===== src/rtl/nvm_seq_pkg.sv =====
`timescale 1ns/1ps
package nvm_seq_pkg;

  typedef enum logic [2:0] {
    ST_IDLE  = 3'd0,
    ST_ERASE = 3'd1,
    ST_PROG  = 3'd2,
    ST_ROW   = 3'd3,
    ST_CG    = 3'd4,
    ST_SENSE = 3'd5
  } seq_state_e;

  // strobe vector positions
  localparam int unsigned STB_RD  = 0;
  localparam int unsigned STB_ERS = 1;
  localparam int unsigned STB_PGM = 2;
  localparam int unsigned STB_N   = 3;

  function automatic int unsigned max2(int unsigned a, int unsigned b);
    return (a > b) ? a : b;
  endfunction

endpackage


===== src/rtl/nvm_edge_sync.sv =====
`timescale 1ns/1ps
module nvm_edge_sync #(
  parameter int unsigned STAGES = 2
) (
  input  logic clk_i,
  input  logic rst_ni,
  input  logic d_i,
  output logic rise_o
);

  logic [STAGES:0] sh_q;

  always_ff @(posedge clk_i or negedge rst_ni) begin
    if (!rst_ni) sh_q <= '0;
    else         sh_q <= {sh_q[STAGES-1:0], d_i};
  end

  assign rise_o = sh_q[STAGES-1] & ~sh_q[STAGES];

endmodule


===== src/rtl/nvm_phase_timer.sv =====
`timescale 1ns/1ps
module nvm_phase_timer #(
  parameter int unsigned CNT_W = 12
) (
  input  logic             clk_i,
  input  logic             rst_ni,
  input  logic             en_i,
  input  logic             clr_i,
  input  logic [CNT_W-1:0] limit_i,
  output logic             done_o
);

  logic [CNT_W-1:0] cnt_q;

  always_ff @(posedge clk_i or negedge rst_ni) begin
    if (!rst_ni)    cnt_q <= '0;
    else if (clr_i) cnt_q <= '0;
    else if (en_i)  cnt_q <= cnt_q + CNT_W'(1);
  end

  assign done_o = en_i && (cnt_q == (limit_i - CNT_W'(1)));


  cnt_in_window_chk: assert property (@(posedge clk_i) disable iff (!rst_ni)
    en_i |-> (cnt_q < limit_i));

endmodule


===== src/rtl/nvm_word_seq.sv =====
`timescale 1ns/1ps
module nvm_word_seq
  import nvm_seq_pkg::*;
#(
  parameter int unsigned ADDR_W      = 5,
  parameter int unsigned DATA_W      = 16,
  parameter int unsigned PHASE_CYC   = 2304,
  parameter int unsigned ROW_CYC     = 1,
  parameter int unsigned CG_CYC      = 2,
  parameter int unsigned SENSE_CYC   = 1,
  parameter int unsigned SYNC_STAGES = 2
) (
  input  logic              clk_i,
  input  logic              rst_ni,
  input  logic              rd_i,
  input  logic              ers_i,
  input  logic              pgm_i,
  input  logic [ADDR_W-1:0] addr_i,
  input  logic [DATA_W-1:0] din_i,
  input  logic              neg_ok_i,
  input  logic [DATA_W-1:0] sa_data_i,
  output logic              busy_o,
  output logic              erase_mode_o,
  output logic              prog_mode_o,
  output logic              neg_pump_o,
  output logic              pos_pump_o,
  output logic              row_sel_o,
  output logic              cg_en_o,
  output logic              sa_en_no,
  output logic [ADDR_W-1:0] addr_o,
  output logic [DATA_W-1:0] wdata_o,
  output logic [DATA_W-1:0] dout_o
);

  localparam int unsigned RD_MAX  = max2(ROW_CYC, max2(CG_CYC, SENSE_CYC));
  localparam int unsigned LIM_MAX = max2(PHASE_CYC, RD_MAX);
  localparam int unsigned CNT_W   = $clog2(LIM_MAX + 1);

  logic [STB_N-1:0] strb, rise;
  assign strb = {pgm_i, ers_i, rd_i};

  for (genvar g = 0; g < STB_N; g++) begin : g_sync
    nvm_edge_sync #(.STAGES(SYNC_STAGES)) u_sync (
      .clk_i  (clk_i),
      .rst_ni (rst_ni),
      .d_i    (strb[g]),
      .rise_o (rise[g])
    );
  end

  seq_state_e       state_q, state_d;
  logic             prog_q, pos_q;
  logic [ADDR_W-1:0] addr_q;
  logic [DATA_W-1:0] din_q, dout_q;
  logic             hv, done, accept;
  logic [CNT_W-1:0] limit;

  assign hv     = (state_q == ST_ERASE) || (state_q == ST_PROG);
  assign accept = (state_q == ST_IDLE) && (|rise);

  always_comb begin
    unique case (state_q)
      ST_ROW:   limit = CNT_W'(ROW_CYC);
      ST_CG:    limit = CNT_W'(CG_CYC);
      ST_SENSE: limit = CNT_W'(SENSE_CYC);
      default:  limit = CNT_W'(PHASE_CYC);
    endcase
  end

  nvm_phase_timer #(.CNT_W(CNT_W)) u_timer (
    .clk_i   (clk_i),
    .rst_ni  (rst_ni),
    .en_i    (state_q != ST_IDLE),
    .clr_i   (done || (state_q == ST_IDLE)),
    .limit_i (limit),
    .done_o  (done)
  );

  always_comb begin
    state_d = state_q;
    unique case (state_q)
      ST_IDLE: begin
        if      (rise[STB_PGM]) state_d = ST_ERASE;
        else if (rise[STB_ERS]) state_d = ST_ERASE;
        else if (rise[STB_RD])  state_d = ST_ROW;
      end
      ST_ERASE: if (done) state_d = prog_q ? ST_PROG : ST_IDLE;
      ST_PROG:  if (done) state_d = ST_IDLE;
      ST_ROW:   if (done) state_d = ST_CG;
      ST_CG:    if (done) state_d = ST_SENSE;
      ST_SENSE: if (done) state_d = ST_IDLE;
      default:  state_d = ST_IDLE;
    endcase
  end

  always_ff @(posedge clk_i or negedge rst_ni) begin
    if (!rst_ni) begin
      state_q <= ST_IDLE;
      prog_q  <= 1'b0;
      pos_q   <= 1'b0;
      addr_q  <= '0;
      din_q   <= '0;
      dout_q  <= '0;
    end else begin
      state_q <= state_d;
      if (state_d != state_q) pos_q <= 1'b0;
      else if (hv)            pos_q <= pos_q | neg_ok_i;
      if (accept) begin
        addr_q <= addr_i;
        prog_q <= rise[STB_PGM];
        if (rise[STB_PGM] || rise[STB_ERS]) din_q <= din_i;
      end
      if ((state_q == ST_SENSE) && done) dout_q <= sa_data_i;
    end
  end

  assign busy_o       = hv;
  assign erase_mode_o = (state_q == ST_ERASE);
  assign prog_mode_o  = (state_q == ST_PROG);
  assign neg_pump_o   = hv;
  assign pos_pump_o   = pos_q;
  assign row_sel_o    = (state_q == ST_ROW) || (state_q == ST_CG) || (state_q == ST_SENSE);
  assign cg_en_o      = (state_q == ST_CG) || (state_q == ST_SENSE);
  assign sa_en_no     = (state_q != ST_SENSE);
  assign addr_o       = addr_q;
  assign wdata_o      = din_q;
  assign dout_o       = dout_q;


  pos_needs_neg_chk: assert property (@(posedge clk_i) disable iff (!rst_ni)
    pos_pump_o |-> neg_pump_o);


  pos_after_level_chk: assert property (@(posedge clk_i) disable iff (!rst_ni)
    $rose(pos_pump_o) |-> $past(neg_ok_i));


  prog_follows_erase_chk: assert property (@(posedge clk_i) disable iff (!rst_ni)
    $rose(prog_mode_o) |-> $past(erase_mode_o));


  addr_held_chk: assert property (@(posedge clk_i) disable iff (!rst_ni)
    (busy_o && $past(busy_o)) |-> ($stable(addr_o) && $stable(wdata_o)));


  sense_order_chk: assert property (@(posedge clk_i) disable iff (!rst_ni)
    !sa_en_no |-> (cg_en_o && row_sel_o));


  no_read_in_write_chk: assert property (@(posedge clk_i) disable iff (!rst_ni)
    busy_o |-> (!row_sel_o && sa_en_no));

endmodule


===== config.mk =====
export PLATFORM = sky130hd
export DESIGN_NAME = nvm_word_seq
export DESIGN_NICKNAME = d
export VERILOG_FILES = /design/src/rtl/nvm_seq_pkg.sv /design/src/rtl/nvm_edge_sync.sv /design/src/rtl/nvm_phase_timer.sv /design/src/rtl/nvm_word_seq.sv
export SDC_FILE = /design/constraint.sdc
export NUM_CORES = 1
export LEC_CHECK = 0
export BUFFER_PORTS_ARGS = -buffer_cell sky130_fd_sc_hd__buf_2
export CAP_MARGIN = 15
export CORE_UTILIZATION = 33
export CTS_BUF_LIST = sky130_fd_sc_hd__clkbuf_16
export CTS_CLUSTER_DIAMETER = 40
export DETAILED_ROUTE_END_ITERATION = 7
export SETUP_SLACK_MARGIN = 0.3
export SYNTH_ARGS = -nofsm -noshare
export SYNTH_HDL_FRONTEND = slang
export SYNTH_HIERARCHICAL = 1
export SYNTH_SLANG_ARGS = --single-unit

===== constraint.sdc =====
create_clock -name clk_i -period 8.47 [get_ports clk_i]
set_input_delay 0.847 -clock clk_i [delete_from_list [all_inputs] [get_ports clk_i]]
set_output_delay 0.847 -clock clk_i [all_outputs]
set_load 0.02 [all_outputs]

==> impl_metrics.tcl <==
set metrics [dict create \
    layout_commonest_cell "buf_2" \
    synth.distinct_cells 54 \
    synth_top_area_cell "dfrtp_1" \
    setup_viol 0 \
    die_x_um 96.9 \
    cap_violations 0 \
    syn_area_mm2 0.00297 \
    fin_crit_ps 4230 \
    worstHoldPathCells 0 \
    diodes 0 \
    synth-edff-count 0 \
    synth_ff_type "dfrtp_1" \
    slew_violations 0 \
    ys_ff_latch 63 \
    synth_top_area_share_pct 53.0 \
    hold_end "g_sync[0].u_sync/sh_q[1]" \
    rr_worst_depth 14 \
    stdcell_count 479 \
    clock_skew_ps 3.78 \
    fin_setup_tns_ps 0 \
    cts_root_buf "clkbuf_16" \
    min_from "g_sync[0].u_sync/sh_q[0]" \
    num-fill-cells 802 \
    nNetsFinal 412 \
    cts.reportedPaths.clkPinSlew_ps 50 \
    io_pins 88 \
    dr_total_vias 2177 \
    worstSetupStartpointType "flop" \
    io_buffer_count 87 \
    final_util_pct 44.7 \
    multiInputGateArea_mm2 0.00144 \
    power.leakage_nw 2.03 \
    hold_viol 0 \
    wirelength_um 5960 \
    start_util_pct 34.1 \
    ys_warn_count 6 \
    layout-drive-gt1-share_pct 34.8 \
    post_cts_resized 0 \
    cts_tree "built" \
    register_area_mm2 0.00158 \
    synth_compound_area_share_pct 6.90 \
    synth_top_family_by_area "simple AND/OR/NAND/NOR gates" \
    crit_path_end_kind "flop" \
    rows 34 \
    arrival_ps 4420 \
    track_usage_pct 13.6 \
    grt_max_degree 64 \
    synthCells 246 \
    finalCritPeriodShare_pct 49.9 \
    dp_hpwl_um 4340 \
    syn_area_per_cell_um2 12.1 \
    synth_mux_area_share_pct 14.3 \
    drtPass1Iterations 4 \
    hp-class "reg2reg" \
    avgRoutedWirePerCell_um 12.5 \
    gp_congestion 0.778 \
    ff2ff_setup_slack_ps 4240 \
    seq_area_frac_synth_pct 53.0 \
    ant_nets 0 \
    grt_pass1_wl_um 10100 \
    p_per_area_mw_per_mm2 175 \
    antenna_found_initial 0 \
    dieHeight_um 96.9 \
    cts.path.max_buffers 2 \
    core_area_mm2 0.00872 \
    cts.sinks 63 \
    tightest_slew_ps 772 \
    rsz0062_at_grt "false" \
    clkLatencyLatePin_ps 320 \
    cp_max_fo 14 \
    peakVddDrop_v 0.000121 \
    cp.required_ps 8660 \
    route.detailed.drc 0 \
    worst_r2r_startpoint "state_q[2]" \
    die-area_mm2 0.00940 \
    dp.cells 464 \
    synth_xor_area_share_pct 7.36 \
    cts_buffers 9 \
    holdBufCountCts 0 \
    drt_iter0_drc 161 \
    status "complete, no violations" \
    worstSetupPathType "reg2reg" \
    drt-vias-per-instance 4.54 \
    htree_levels 3 \
    yosys-top-cells-area "dfrtp_1 (53%), mux2_1 (7.6%), mux2_2 (6.4%)" \
    synth_fa_ha_area_share_pct 0.841 \
    synthArstFlopShare_pct 100 \
    yosys.area_share.simple_pct 14.6 \
    syn2layout_area_growth_pct 31.2 \
    worstReg2RegEnd "u_timer/cnt_q[9]" \
    relSlewSlack_pct 48.5 \
    mostFrequentLayoutCells "buf_2 (87), dfrtp_1 (63), conb_1 (35)" \
    grt_overflow 0 \
    post_cts_buffers 0 \
    clock.fmax_mhz 236 \
    grt_pass1_vias 2150 \
]
-- area by class of cell --
cell class                 instances  share of cell area (%)
tap                              108                    3.46
sequential                        63                    40.4
inverter                           5                   0.481
timing repair buffer              88                    11.4
clock inverter                     6                    1.60
clock buffer                       9                    5.77
multi-input combinational        200                    36.9
-- Yosys cell counts, types with 3 or more instances --
cell type,number
nand4_1,7
nor2b_1,7
nor2b_4,3
mux2_1,20
a21oi_1,4
clkbuf_1,6
nor3_1,3
xor2_1,11
o21ai_0,4
nand2_1,10
xnor2_1,14
nor2_1,19
mux2_2,17
dfrtp_1,63
inv_1,5
buf_4,3
nand3_1,4
-- worst max path at each step --
stage	to	start	slack (ps)
2_1_floorplan	u_timer/cnt_q[9]	state_q[2]	4860
3_3_place_gp	u_timer/cnt_q[9]	state_q[2]	4520
3_5_place_dp	u_timer/cnt_q[9]	state_q[2]	4290
4_1_cts	u_timer/cnt_q[9]	state_q[2]	4280
5_1_grt	u_timer/cnt_q[9]	state_q[2]	3930
6_report	u_timer/cnt_q[9]	state_q[2]	4240
-- state kept, by name (all words and copies together) (netlist names) --
name                cells
dout_o                 16
addr_o                  5
g_sync.u_sync/sh_q      9
wdata_o                16
state_q                 3
u_timer/cnt_q          12
prog_q                  1
pos_pump_o              1
-- logic make-up after synthesis --
group,Yosys count
xor+xnor,25
other cells,1
buf+inv,17
fa+ha+maj,2
flops,63
mux,38
simple gates,72
compound gates,28
-- report_power, final --
group	internal [mW]	total [mW]	switching [mW]	leakage, nW
clock	0.225	0.352	0.127	0.139
combinational	0.0121	0.0260	0.0140	1.05
sequential	0.303	0.305	0.00109	0.835
-- per-stage QoR --
stage / worst slack [ps] / power, mW / instance area (µm²) / hold slack, ps
after global placement: 4520 / 0.336 / 3610 / 334
after CTS: 4280 / 0.692 / 3900 / 353
after floorplan: 4860 / 0.319 / 3100 / 331
after global routing: 3930 / 0.708 / 3900 / 356
final: 4240 / 0.683 / 3900 / 350
after detailed placement: 4290 / 0.336 / 3610 / 335
-- critical path, stage by stage, from the launching register on --
cell and delay, ps:
dfrtp_1 520, nor2b_1 240, o21a_1 260, or4_4 570, nor4_1 240, o21ai_0 110, a221oi_1 320, o2111a_1 460
inv_1 130, nand2_1 370, o2111ai_1 310, nor2_1 250, nand3_1 110, xor2_1 150, nor2_1 50
-- per-layer routing --
| metal | wire, µm | global-route usage (%) | part of all wire (%) |
|---|---|---|---|
| met4 | 104 | 7.58 | 1.7 |
| met5 | 0 | 0 | 0 |
| met3 | 530 | 5.13 | 8.9 |
| met1 | 2870 | 18.2 | 48 |
| met2 | 2460 | 18.6 | 41 |
Power figures use the tool's default switching activity.
